===== src/rtl/lbist_pkg.sv =====
package lbist_pkg;

    typedef enum logic [1:0] {
        ST_IDLE = 2'd0,
        ST_RUN  = 2'd1,
        ST_CMP  = 2'd2
    } lbist_state_e;

    localparam logic [3:0] SELF_CHECK_KEY = 4'b1010;

    typedef struct packed {
        logic [3:0] key;
        logic       fault_ins;
    } lbist_cfg_t;

    typedef struct packed {
        logic busy;
        logic done;
        logic fail;
    } lbist_status_t;

    function automatic logic inject_armed(input lbist_cfg_t cfg);
        return (cfg.key == SELF_CHECK_KEY) && cfg.fault_ins;
    endfunction

endpackage


===== src/rtl/lbist_prpg.sv =====
module lbist_prpg #(
    parameter int unsigned WIDTH = 32,
    parameter logic [WIDTH-1:0] TAP_MASK = 32'h8020_0003
) (
    input  logic             clk,
    input  logic             rst,
    input  logic             load,
    input  logic             step,
    input  logic [WIDTH-1:0] seed,
    output logic [WIDTH-1:0] state_q
);
    localparam logic [WIDTH-1:0] ONE = {{(WIDTH-1){1'b0}}, 1'b1};

    logic [WIDTH-1:0] seed_eff;
    logic             feedback;

    assign seed_eff = (seed == '0) ? ONE : seed;
    assign feedback = ^(state_q & TAP_MASK);

    always_ff @(posedge clk) begin
        if (rst) begin
            state_q <= ONE;
        end else if (load) begin
            state_q <= seed_eff;
        end else if (step) begin
            state_q <= {state_q[WIDTH-2:0], feedback};
        end
    end
endmodule


===== src/rtl/lbist_fault_gate.sv =====
module lbist_fault_gate #(
    parameter int unsigned WIDTH     = 32,
    parameter int unsigned FAULT_BIT = 0
) (
    input  logic [WIDTH-1:0] raw,
    input  logic             valid,
    input  logic             armed,
    output logic [WIDTH-1:0] pattern
);
    for (genvar i = 0; i < WIDTH; i++) begin : g_bit
        if (i == FAULT_BIT) begin : g_stuck
            assign pattern[i] = valid & raw[i] & ~armed;
        end else begin : g_pass
            assign pattern[i] = valid & raw[i];
        end
    end
endmodule


===== src/rtl/lbist_misr.sv =====
module lbist_misr #(
    parameter int unsigned WIDTH = 32,
    parameter logic [WIDTH-1:0] TAP_MASK = 32'h8020_0003,
    parameter logic [WIDTH-1:0] INIT     = '1
) (
    input  logic             clk,
    input  logic             rst,
    input  logic             init,
    input  logic             step,
    input  logic [WIDTH-1:0] response,
    output logic [WIDTH-1:0] sig_q
);
    logic [WIDTH-1:0] shifted;

    assign shifted = {sig_q[WIDTH-2:0], ^(sig_q & TAP_MASK)};

    always_ff @(posedge clk) begin
        if (rst || init) begin
            sig_q <= INIT;
        end else if (step) begin
            sig_q <= shifted ^ response;
        end
    end
endmodule


===== src/rtl/lbist_seq.sv =====
module lbist_seq
    import lbist_pkg::*;
#(
    parameter int unsigned PAT_COUNT = 64
) (
    input  logic          clk,
    input  logic          rst,
    input  logic          start,
    input  lbist_cfg_t    cfg_in,
    input  logic          sig_match,
    output logic          load,
    output logic          step,
    output logic          armed,
    output lbist_status_t status
);
    localparam int unsigned CNT_W = (PAT_COUNT > 1) ? $clog2(PAT_COUNT) : 1;
    localparam logic [CNT_W-1:0] LAST = CNT_W'(PAT_COUNT - 1);

    lbist_state_e     state_q;
    logic [CNT_W-1:0] cnt_q;
    logic             done_q;
    logic             fail_q;
    logic             armed_q;

    assign load  = (state_q == ST_IDLE) && start;
    assign step  = (state_q == ST_RUN);
    assign armed = armed_q;

    always_comb begin
        status.busy = (state_q != ST_IDLE);
        status.done = done_q;
        status.fail = fail_q;
    end

    always_ff @(posedge clk) begin
        if (rst) begin
            state_q <= ST_IDLE;
            cnt_q   <= '0;
            done_q  <= 1'b0;
            fail_q  <= 1'b0;
            armed_q <= 1'b0;
        end else begin
            unique case (state_q)
                ST_IDLE: begin
                    if (start) begin
                        state_q <= ST_RUN;
                        cnt_q   <= '0;
                        done_q  <= 1'b0;
                        fail_q  <= 1'b0;
                        armed_q <= inject_armed(cfg_in);
                    end
                end
                ST_RUN: begin
                    if (cnt_q == LAST) begin
                        state_q <= ST_CMP;
                    end else begin
                        cnt_q <= cnt_q + 1'b1;
                    end
                end
                ST_CMP: begin
                    state_q <= ST_IDLE;
                    done_q  <= 1'b1;
                    fail_q  <= ~sig_match;
                end
                default: state_q <= ST_IDLE;
            endcase
        end
    end
endmodule


===== src/rtl/lbist_ctrl.sv =====
module lbist_ctrl
    import lbist_pkg::*;
#(
    parameter int unsigned PAT_COUNT = 64
) (
    input  logic        clk,
    input  logic        rst,
    input  logic        start,
    input  logic [3:0]  key,
    input  logic        fault_ins,
    input  logic [31:0] seed,
    input  logic [31:0] golden,
    input  logic [31:0] response,
    output logic [31:0] pattern,
    output logic        pat_valid,
    output logic [31:0] signature,
    output logic        busy,
    output logic        done,
    output logic        fail
);
    localparam int unsigned WIDTH = 32;
    localparam logic [WIDTH-1:0] TAPS = 32'h8020_0003;

    lbist_cfg_t       cfg;
    lbist_status_t    status;
    logic             load;
    logic             step;
    logic             armed;
    logic [WIDTH-1:0] raw;

    assign cfg.key       = key;
    assign cfg.fault_ins = fault_ins;

    lbist_seq #(.PAT_COUNT(PAT_COUNT)) u_seq (
        .clk(clk), .rst(rst), .start(start), .cfg_in(cfg),
        .sig_match(signature == golden),
        .load(load), .step(step), .armed(armed), .status(status)
    );

    lbist_prpg #(.WIDTH(WIDTH), .TAP_MASK(TAPS)) u_prpg (
        .clk(clk), .rst(rst), .load(load), .step(step),
        .seed(seed), .state_q(raw)
    );

    lbist_fault_gate #(.WIDTH(WIDTH), .FAULT_BIT(0)) u_gate (
        .raw(raw), .valid(step), .armed(armed), .pattern(pattern)
    );

    lbist_misr #(.WIDTH(WIDTH), .TAP_MASK(TAPS), .INIT('1)) u_misr (
        .clk(clk), .rst(rst), .init(load), .step(step),
        .response(response), .sig_q(signature)
    );

    assign pat_valid = step;
    assign busy      = status.busy;
    assign done      = status.done;
    assign fail      = status.fail;
endmodule


===== config.mk =====
export PLATFORM = sky130hd
export DESIGN_NAME = lbist_ctrl
export DESIGN_NICKNAME = d
export VERILOG_FILES = /design/src/rtl/lbist_pkg.sv /design/src/rtl/lbist_prpg.sv /design/src/rtl/lbist_fault_gate.sv /design/src/rtl/lbist_misr.sv /design/src/rtl/lbist_seq.sv /design/src/rtl/lbist_ctrl.sv
export SDC_FILE = /design/constraint.sdc
export NUM_CORES = 1
export LEC_CHECK = 0
export BUFFER_PORTS_ARGS = -buffer_cell sky130_fd_sc_hd__buf_2
export CAP_MARGIN = 20
export CORE_MARGIN = 2
export CORE_UTILIZATION = 47
export CTS_CLUSTER_SIZE = 8
export DETAILED_ROUTE_END_ITERATION = 10
export GPL_TIMING_DRIVEN = 0
export PLACE_DENSITY = 0.81
export SLEW_MARGIN = 20
export SYNTH_ARGS = -nofsm -noshare
export SYNTH_HDL_FRONTEND = slang
export SYNTH_SLANG_ARGS = --single-unit

===== constraint.sdc =====
create_clock -name clk -period 1.7 [get_ports clk]
set_input_delay 0.255 -clock clk [delete_from_list [all_inputs] [get_ports clk]]
set_output_delay 0.255 -clock clk [all_outputs]
set_load 0.05 [all_outputs]

### Word-level counts from Yosys, hierarchy flattened

Index checks and enable logic that the tools add are counted.

* register bits after elaboration: 75
* output and inout bits: 68
* logic and storage cells: 79

* add/subtract/negate cells: 1
* eq/ne operators: 8
* muxes and demuxes: 12
* bitwise operators: 36
* reductions and logical operators: 15

Operators by type and width (number)
* $mux W32: 3
* $reduce_xor A32 Y1: 2
* $and A1 B1 Y1: 33
* $eq A32 B32 Y1: 1
* $logic_not A32 Y1: 1
* $xor A32 B32 Y32: 1
* $mux W6: 2
* $pmux W6 S2: 1
* $reduce_bool A2 Y1: 4
* $add A6 B1 Y6 const B: 1
* $eq A6 B6 Y1 const B: 1
* $ne A2 B2 Y1 const B: 3
* $reduce_and A2 Y1: 3
* $eq A4 B4 Y1 const B: 1
* $mux W2: 2
* $pmux W1 S2: 2
* $pmux W2 S2: 1
* $reduce_and A3 Y1: 1
* $eq A2 B1 Y1 const B: 1
* $eq A2 B2 Y1 const B: 1
* $logic_and A1 B1 Y1: 2
* $logic_not A2 Y1: 1
* $not A1 Y1: 2
* $logic_or A1 B1 Y1: 1
* $mux W1: 1

### Logic depth before layout (Yosys ltp)

Gate-level depths: netlist (run 1).

* word-level depth: 3
* gate-level depth with buffers: 8
* gate-level depth less buffers: 6

### By module

Synthesis (run 1) repeated with hierarchy kept, for this count alone.

* cell total of the unflattened synthesis: 499
* area total of the unflattened synthesis: 4072.7 um2

By module, submodules not included
* lbist_prpg: times used 1, cells an instance 187, area an instance 1527.7 um2, sequential area each 640.6 um2
* lbist_misr: times used 1, cells an instance 174, area an instance 1393.8 um2, sequential area each 640.6 um2
* lbist_seq: times used 1, cells an instance 60, area an instance 546.8 um2, sequential area each 220.2 um2
* lbist_ctrl: times used 1, cells an instance 43, area an instance 346.6 um2, sequential area each 0.0 um2
* lbist_fault_gate: times used 1, cells an instance 35, area an instance 257.7 um2, sequential area each 0.0 um2

### Worst setup path before layout (run 1)

No wires, ideal clock.

* kind: register to output
* from: reg u_seq.state_q[1]
* to: out pattern[0]
* data arrival time: 1.734 ns
* setup slack: -0.289 ns
* stages on the path, launching flop included: 7
* path buffers: 2
* cells stage by stage: dfxtp_1 > nand2b_4 > inv_2 > buf_4 > buf_2 > nand2_1 > nor2_1

* longest elaborated chain between the ends: 3

Ends and longest elaborated chain
* start: declaration: RTL line lbist_seq.sv:19 `lbist_state_e state_q;`
* start signal: assignment: RTL line lbist_seq.sv:37 `state_q <= ST_IDLE;`
* start signal: assignment: RTL line lbist_seq.sv:46 `state_q <= ST_RUN;`
* start signal: assignment: RTL line lbist_seq.sv:55 `state_q <= ST_CMP;`
* $eq A2 B1 Y1: RTL line lbist_seq.sv:26 `assign step = (state_q == ST_RUN);`
* net pat_valid: RTL line lbist_ctrl.sv:15 `output logic pat_valid,`
* $and A1 B1 Y1 (2 in a row): RTL line lbist_fault_gate.sv:12 `assign pattern[i] = valid & raw[i] & ~armed;`
* end: declaration: RTL line lbist_ctrl.sv:14 `output logic [31:0] pattern,`

The timed path passes the listed nets, and every way through them passes these cells.

### Final worst setup path (run 1)

* from: reg u_seq.state_q[1]
* to: out pattern[1]

* longest elaborated chain between the ends: 2

Ends and longest elaborated chain
* $eq A2 B1 Y1: RTL line lbist_seq.sv:26
* $and A1 B1 Y1: RTL line lbist_fault_gate.sv:14 `assign pattern[i] = valid & raw[i];`

Every way passes these cells.

==> flow_summary.toml, run 1 <==
[status]
status = "complete, but fails checks"
violations = "negative setup slack"

[timing]
finalCritPeriodShare = 1.01
setup_slack_ns = -0.0147
setup_viol = 6
hold-worst-slack_ns = 0.208
fmax_ghz = 0.583
min_period_ns = 1.71
fin_skew_ns = 0.0116
grt_setup_unrepaired = "yes"
slew_viol_final = 0
slew_headroom = 0.654
tightest_slew_ns = 0.515
hold_viol_final = 0

[yosys]
async_reset_ff_frac = 0
synth_cell_types = 38
ys_seq_area_frac = 0.408
synthesis.yosys.warnings = 0
mappedNetlistNets = 540
syn-cell-area_mm2 = 0.00368
ys_ff_latch = 75
synth-edff-count = 0
synth_cells = 435
syn_avg_cell_area_um2 = 8.45
ys.flop_type = "dfxtp_1"

[critical_path]
crit_family = "buffers and inverters"
cp-end-kind = "output port"
cp_data_arrival_time_ns = 1.46
crit_path_start_kind = "flop"
path_cells = "nand2b_4, inv_4, buf_12, clkbuf_16, and2_4, buf_8"
critPathMaxFanout = 8
crit_slowest_cell = "dfxtp_2"
required_ns = 1.44
crit_path_max_incr_delay_ns = 0.32
cp_num_buf_inv = 4
critPathKind = "flop to output port"
reg2reg_slack_ns = 0.12

[global_route]
grtUsageTotal = 0.258
grt_pass1_wl_um = 17600
grt_antenna_before_repair = 0
grt_max_degree = 13
grt_pass1_vias = 3799
grt_overflow_total = 0

[final_layout]
regArea_mm2 = 0.00151
multi_input_area_mm2 = 0.00213
fillCellCount = 557
drive_gt1_frac = 0.409
area_delta_synth_final_pct = 47.1
diodes = 0
nNetsFinal = 734
stdcell_area_mm2 = 0.00541

[clock_tree]
clock_sinks = 75
clk_pin_slew_worst_paths_ns = 0.07
root_buffer = "clkbuf_8"
numCtsBuffers = 9
cts_buffer_depth = 2
clock_latency_ns = 0.34
cts_htree_levels = 3
cts_tree = "yes"

[pwr]
ir_worst_vdd_mv = 0.462
p_comb_frac = 0.267
p_sw_mw = 1.45
internal-power_mw = 3.07
seq_power_share = 0.439
powerDensity_mw_per_mm2 = 835
p_leak_nw = 2.31
clkPwrFrac = 0.295
swShare = 0.321
p_total_mw = 4.52

[floorplanning]
core_mm2 = 0.00765
die_y_um = 92.4
die_area_mm2 = 0.00855
die_w_um = 92.4
rows = 32
ioPinCount = 172
start_util = 0.481

[route]
viasPerCell = 5.35
wl_per_cell_um = 15.9
first_pass_iters = 4
drc = 0
vias = 3941
drt-initial-drc-count = 178
wl_um = 11700
drt.antenna.violating_nets = 0

[placement]
gp_congestion = 0.840
placed_area_mm2 = 0.00467
portBuffers = 170
place_hpwl_um = 8230
dp_slack_ns = -0.0479

[flow_run]
cap_violations = 0

[min_path]
hold_class = "input pin to flop"
-- tightest hold or removal path, cell delays in order --
cell	delay, ns
buf_2	0.11
nand2_1	0.05
a31oi_1	0.07
-- power groups by stage --
stage | clock network (mW) | logic (mW) | registers (mW)
6_report | 1.33 | 1.21 | 1.98
5_1_grt | 1.44 | 1.29 | 1.99
4_1_cts | 1.36 | 1.15 | 1.97
3_5_place_dp | 0 | 1.05 | 2.01
3_3_place_gp | 0 | 1.02 | 2.01
2_1_floorplan | 0 | 0.560 | 2.15
-- repair_timing --
item,in CTS,in global routing
gates resized for setup,116,20
setup endpoints to repair,33,32
pin swaps,3,5
setup buffers,4,5
gates cloned,2,2
hold buffers,0,0
-- synth_stat cells (2+ instances only) --
cell type / instances / area (µm²)
dfxtp_1: 75 / 1500
nand2_1: 68 / 255
a21oi_1: 65 / 325
xnor2_1: 40 / 350
and2_1: 31 / 194
o211ai_1: 31 / 233
xor2_1: 31 / 272
nor4_1: 16 / 100
nor2_1: 12 / 45.0
buf_2: 11 / 55.1
clkbuf_1: 11 / 41.3
nand3_1: 7 / 35.0
nor3_1: 6 / 30.0
nand4_1: 3 / 18.8
a31oi_1: 2 / 12.5
nand2b_4: 2 / 27.5
nor2_2: 2 / 12.5
o21ai_0: 2 / 10.0
-- metal layers --
metal / vias up / track usage / routed length (µm)
met4: 0 / 0.106 / 296
met2: 232 / 0.454 / 5770
met1: 1806 / 0.298 / 4600
met5: - / 0 / 0
met3: 25 / 0.0643 / 1020
li1: 1878 / - / -
-- placed cells by master (no fill, tap or decap), types with 6 or more instances in the layout --
master	Yosys	layout
a21oi_1	65	65
and2_4	0	27
buf_2	11	149
buf_4	1	11
buf_6	1	6
buf_8	0	27
clkbuf_1	11	11
clkbuf_8	0	12
dfxtp_1	75	72
nand2_1	68	67
nand3_1	7	7
nor2_1	12	11
nor3_1	6	6
nor4_1	16	15
o211ai_1	31	31
xnor2_1	40	40
xor2_1	31	31
-- worst paths after layout --
| check | start | endpoint | cells past startpoint |
|---|---|---|---|
| setup / recovery | u_seq.state_q[1] | pattern[1] | 6 |
| hold / removal | seed[1] | u_prpg.state_q[1] | 3 |
| setup reg to reg | u_seq.cnt_q[0] | u_seq.cnt_q[3] | 6 |
| hold reg to reg | u_prpg.state_q[5] | u_prpg.state_q[5] | 2 |
-- per-stage QoR --
stage | cells | TNS (ns) | util
after global routing | 736 | -1.07 | 0.707
final | 736 | -0.0260 | 0.707
after CTS | 729 | -0.157 | 0.689
after floorplan | 435 | 0 | -
after detailed placement | 707 | -0.193 | 0.611
after global placement | 707 | -0.0960 | 0.611
-- cell type report --
cell class,instances,share of cell area
multi-input combinational,332,0.394
clock inverter,5,0.00972
tap,102,0.0236
timing repair buffer,183,0.234
buffer,26,0.0326
sequential,75,0.278
inverter,2,0.00185
clock buffer,11,0.0261
-- cells by family after synthesis --
kind of cell	share of synthesized area
AO/OA/AOI/OAI	0.173
XOR/XNOR	0.169
adder cells (fa/ha/maj)	0.00340
buffers and inverters	0.0357
flip-flops	0.408
AND/OR/NAND/NOR	0.210
-- sequential cells by signal, summed over array words and instances (netlist names) --
signal / count
u_misr.sig_q: 32
u_prpg.state_q: 32
u_seq.cnt_q: 6
u_seq.state_q: 2
u_seq.armed: 1
u_seq.done_q: 1
u_seq.fail_q: 1
No activity file was read; power rests on OpenSTA's default activity.
==> inputs of run 2 (changes only) <==
CORE_UTILIZATION = 48   (was 47)
CTS_BUF_LIST = sky130_fd_sc_hd__clkbuf_4   (was default)
PLACE_DENSITY = 0.82   (was 0.81)
==> run 2 against run 1 <==
  * Sequential share of layout area grew 0.50 points
  * Power shrank 6.6%
  * Register-to-register slack lost 0.02 ns
  * Critical path depth is the same
  * Clock skew grew 0.0086 ns
  * Critical path type unchanged
  * First-iteration DRC count shrank 2.2%
  * Clock power shrank 21%
  * Global-route usage grew 0.80 points
  * Combinational power is essentially flat
  * Die area shrank 2.0%
  * Maximum frequency shrank 6.1%
  * The run still ends with negative setup slack left
  * Final area shrank 1.9%
==> flow_summary.toml, run 2 (same netlist as run 1, synthesis figures left out) <==
[status]
status = "complete, but fails checks"
violations = "negative setup slack"

[clock_tree]
clock_sinks = 75
cts_buffer_depth = 2
root_buffer = "clkbuf_4"
cts_tree = "yes"
numCtsBuffers = 9
cts_htree_levels = 3
clock_latency_ns = 0.41
clk_pin_slew_worst_paths_ns = 0.11

[global_route]
grt_antenna_before_repair = 0
grt_overflow_total = 0
grt_max_degree = 13
grt_pass1_vias = 3903
grtUsageTotal = 0.266
grt_pass1_wl_um = 18000

[critical_path]
reg2reg_to = "u_misr.sig_q[31]"
crit_slowest_cell = "dfxtp_2"
reg2reg_slack_ns = 0.10
required_ns = 1.44
crit_path_max_incr_delay_ns = 0.35
critPathMaxFanout = 10
crit_path_start_kind = "flop"
critPathLaunch = "u_seq.state_q[1]"
path_cells = "nand2b_4, inv_4, buf_8, clkbuf_16, and2_4, buf_8"
cp_data_arrival_time_ns = 1.57
ff2ff_path_depth = 7
cpMostUsedCell = "buf_8"
cp-end-kind = "output port"
reg2reg_from = "u_seq.state_q[1]"
critPathKind = "flop to output port"

[final_layout]
stdcell_area_mm2 = 0.00531
drive_gt1_frac = 0.404
area_delta_synth_final_pct = 44.4
layout_common_cells = "buf_2, dfxtp_1, nand2_1, a21oi_1, xnor2_1"
diodes = 0
nNetsFinal = 730
layoutNonFillerInstCount = 728
final_common_cell = "buf_2"
top_regs = "u_misr.sig_q (32), u_prpg.state_q (32), u_seq.cnt_q (6)"

[timing]
slew_viol_final = 0
setup_viol = 33
hold-worst-slack_ns = 0.142
finalCritPeriodShare = 1.07
fin_setup_tns_ns = -3.01
setup_slack_ns = -0.126
grt_setup_unrepaired = "yes"
slew_headroom = 0.678
min_period_ns = 1.83
hold_viol_final = 0
tightest_slew_ns = 0.483
fin_skew_ns = 0.0201
fmax_ghz = 0.548

[flow_run]
cap_violations = 0

[route]
vias = 3922
wl_per_cell_um = 15.8
wl_um = 11500
viasPerCell = 5.39
drt-initial-drc-count = 174
drc = 0
first_pass_iters = 5
drt.antenna.violating_nets = 0

[pwr]
powerDensity_mw_per_mm2 = 795
p_comb_frac = 0.282
seq_power_share = 0.469
p_sw_mw = 1.42
swShare = 0.337
clkPwrFrac = 0.249
p_leak_nw = 2.26
ir_worst_vdd_mv = 0.364
internal-power_mw = 2.80

[min_path]
hp-start = "seed[1]"
hold_class = "input pin to flop"
min_path_cells = 3
min_to = "u_prpg.state_q[1]"

[floorplanning]
rows = 31
die_w_um = 91.5
core_mm2 = 0.00733
start_util = 0.501
ioPinCount = 172
die_area_mm2 = 0.00837
die_y_um = 91.5

[placement]
numPlacedInstances = 704
portBuffers = 170
placed_area_mm2 = 0.00467
place_hpwl_um = 8250
gp_congestion = 0.883
run 2: worst max path at each step:
| stage | to | slack [ns] | cells after the start |
|---|---|---|---|
| 6_report | pattern[21] | -0.13 | 6 |
| 5_1_grt | pattern[21] | -0.17 | 6 |
| 4_1_cts | pattern[8] | -0.09 | 6 |
| 3_5_place_dp | pattern[20] | -0.04 | 6 |
| 3_3_place_gp | pattern[21] | -0.02 | 6 |
| 2_1_floorplan | pattern[0] | 0.04 | 6 |
run 2: layout make-up:
cell class / instances / area, µm²
multi-input combinational: 332 / 2140
fill: 534 / 2020
sequential: 75 / 1500
timing repair buffer: 179 / 1220
buffer: 26 / 179
tap: 99 / 124
clock buffer: 10 / 75.1
clock inverter: 5 / 55.1
inverter: 2 / 10.0
run 2: per-layer routing:
layer  GRT usage  part of all wire  up-vias
li1            -                 -     1879
met3      0.0440             0.062       27
met1       0.314              0.39     1827
met5           0                 0        -
met4      0.0960             0.027        0
met2       0.482              0.52      189
run 2: critical path: cells and delay by family, from the launching register on:
family	cells	cell delay, ns
buf+inv	4	0.52
flops	1	0.35
simple gates	2	0.31
run 2: power by group through the flow:
stage | Sequential, mW | Clock (mW) | Combinational [mW]
2_1_floorplan | 2.15 | 0 | 0.560
3_3_place_gp | 2.00 | 0 | 1.02
3_5_place_dp | 2.01 | 0 | 1.05
4_1_cts | 1.97 | 1.06 | 1.16
5_1_grt | 1.99 | 1.15 | 1.28
6_report | 1.98 | 1.05 | 1.19
run 2: repair_timing:
action                                  CTS  global route
setup buffers                             4             2
hold endpoints to repair                  0             0
hold buffers                              0             0
pin swaps                                 2            11
gates cloned                              2             1
endpoints found under the setup margin   33            35
gates resized for setup                 128            11
run 2: through the flow:
stage / power [mW] / utilization / worst slack (ns)
2_1_floorplan: 2.71 / - / 0.0428
3_3_place_gp: 3.03 / 0.636 / -0.0166
3_5_place_dp: 3.06 / 0.636 / -0.0420
4_1_cts: 4.19 / 0.716 / -0.0950
5_1_grt: 4.42 / 0.724 / -0.167
6_report: 4.22 / 0.724 / -0.126
==> inputs of run 3 (changes only) <==
MAX_ROUTING_LAYER = met4   (was default)
==> run 3 against run 2 <==
  * Clock power barely moved
  * Final area rose by 0.28%
  * Global-route usage increased by 0.80 points
  * Sequential share of layout area shrank 0.080 points
  * Final cell count is 0.27% higher
  * The run still ends with negative setup slack left
  * Clock skew is essentially flat
  * Non-clock buffer count is 2 higher
  * Via count is essentially flat
==> flow_summary.toml, run 3 (same netlist as run 1, synthesis figures left out) <==
[status]
status = "complete, but fails checks"
violations = "negative setup slack"

[min_path]
hp-start = "response[10]"
min_path_cells = 3
hold_class = "input pin to flop"
min_to = "u_misr.sig_q[10]"

[timing]
finalCritPeriodShare = 1.07
hold_viol_final = 0
setup_slack_ns = -0.113
min_period_ns = 1.81
hold-worst-slack_ns = 0.144
fin_setup_tns_ns = -2.65
tightest_slew_ns = 0.482
fmax_ghz = 0.552
fin_skew_ns = 0.0202
grt_setup_unrepaired = "yes"
slew_viol_final = 0
slew_headroom = 0.679
setup_viol = 33

[final_layout]
top_regs = "u_misr.sig_q (32), u_prpg.state_q (32), u_seq.cnt_q (6)"
final_common_cell = "buf_2"
drive_gt1_frac = 0.406
area_delta_synth_final_pct = 44.8
fillCellCount = 531
layout_common_cells = "buf_2, dfxtp_1, nand2_1, a21oi_1, xnor2_1"
nNetsFinal = 732
diodes = 0

[critical_path]
ff2ff_path_depth = 7
cp_data_arrival_time_ns = 1.56
critPathLaunch = "u_seq.state_q[1]"
cp-end-kind = "output port"
reg2reg_from = "u_seq.state_q[1]"
crit_path_start_kind = "flop"
reg2reg_slack_ns = 0.10
critPathMaxFanout = 10
crit_slowest_cell = "dfxtp_2"
cpMostUsedCell = "buf_8"
critPathKind = "flop to output port"
reg2reg_to = "u_misr.sig_q[24]"
required_ns = 1.44
path_cells = "nand2b_4, inv_4, buf_8, clkbuf_16, and2_4, buf_8"
crit_path_max_incr_delay_ns = 0.34

[floorplanning]
die_y_um = 91.5
rows = 31
ioPinCount = 172
die_area_mm2 = 0.00837
core_mm2 = 0.00733
die_w_um = 91.5
start_util = 0.501

[clock_tree]
clk_pin_slew_worst_paths_ns = 0.12
cts_tree = "yes"
cts_htree_levels = 3
numCtsBuffers = 9
root_buffer = "clkbuf_4"
clock_sinks = 75
hold_buffers = 0
cts_buffer_depth = 2
clock_latency_ns = 0.41

[global_route]
grt_pass1_wl_um = 18100
grt_pass1_vias = 3897
grtUsageTotal = 0.274
grt_overflow_total = 0
grt_antenna_before_repair = 0
grt_max_degree = 13

[route]
first_pass_iters = 4
drt-initial-drc-count = 199
wl_per_cell_um = 15.8
drc = 0
vias = 3924
wl_um = 11600
viasPerCell = 5.38
drt.antenna.violating_nets = 0

[placement]
place_hpwl_um = 8250
portBuffers = 170
gp_congestion = 0.898

[pwr]
p_leak_nw = 2.27
powerDensity_mw_per_mm2 = 793
ir_worst_vdd_mv = 0.366

[flow_run]
cap_violations = 0
==> run 3: stage by stage <==
step	setup WS (ns)	utilization	instances	area (µm²)	power, mW
4_1_cts	-0.0950	0.716	725	5250	4.19
6_report	-0.113	0.726	730	5320	4.22
3_5_place_dp	-0.0420	0.636	704	4670	3.06
3_3_place_gp	-0.0166	0.636	704	4670	3.03
5_1_grt	-0.163	0.726	730	5320	4.43
2_1_floorplan	0.0428	-	435	3690	2.71
==> run 3: final cells by class <==
type / instances / area (µm²) / share of cell area
multi-input combinational: 332 / 2140 / 0.402
tap: 99 / 124 / 0.0233
sequential: 75 / 1500 / 0.282
buffer: 26 / 179 / 0.0336
inverter: 2 / 10.0 / 0.00188
clock buffer: 10 / 75.1 / 0.0141
timing repair buffer: 181 / 1240 / 0.233
clock inverter: 5 / 55.1 / 0.0103
==> run 3: routing by layer <==
| metal | vias to the layer above | track usage | share of wire |
|---|---|---|---|
| met4 | 0 | 0.0960 | 0.030 |
| met2 | 172 | 0.481 | 0.51 |
| met1 | 1841 | 0.318 | 0.40 |
| met5 | - | - | 0 |
| li1 | 1878 | - | - |
| met3 | 33 | 0.0415 | 0.054 |
==> run 3: worst max-delay path: cells and delay by family (launching register included) <==
| family | cells | cell delay [ns] |
|---|---|---|
| buffers and inverters | 4 | 0.50 |
| flip-flops | 1 | 0.34 |
| AND/OR/NAND/NOR | 2 | 0.30 |
==> run 3: worst max-delay path by stage <==
| stage | end |
|---|---|
| 6_report | pattern[24] |
| 3_3_place_gp | pattern[21] |
| 3_5_place_dp | pattern[20] |
| 4_1_cts | pattern[8] |
| 2_1_floorplan | pattern[0] |
| 5_1_grt | pattern[30] |
==> run 3: what timing repair did <==
action | CTS | global route
setup endpoints to repair | 33 | 35
pin swaps | 2 | 13
setup buffers | 4 | 4
endpoints found under the hold margin | 0 | 0
resized for setup | 128 | 11
cloned | 2 | 1
==> run 3: where the power goes <==
group | total, mW | switching, mW | leakage, nW | internal [mW]
Sequential | 1.98 | 0.113 | 0.616 | 1.87
Combinational | 1.19 | 0.713 | 1.58 | 0.481
Clock | 1.05 | 0.594 | 0.0699 | 0.453
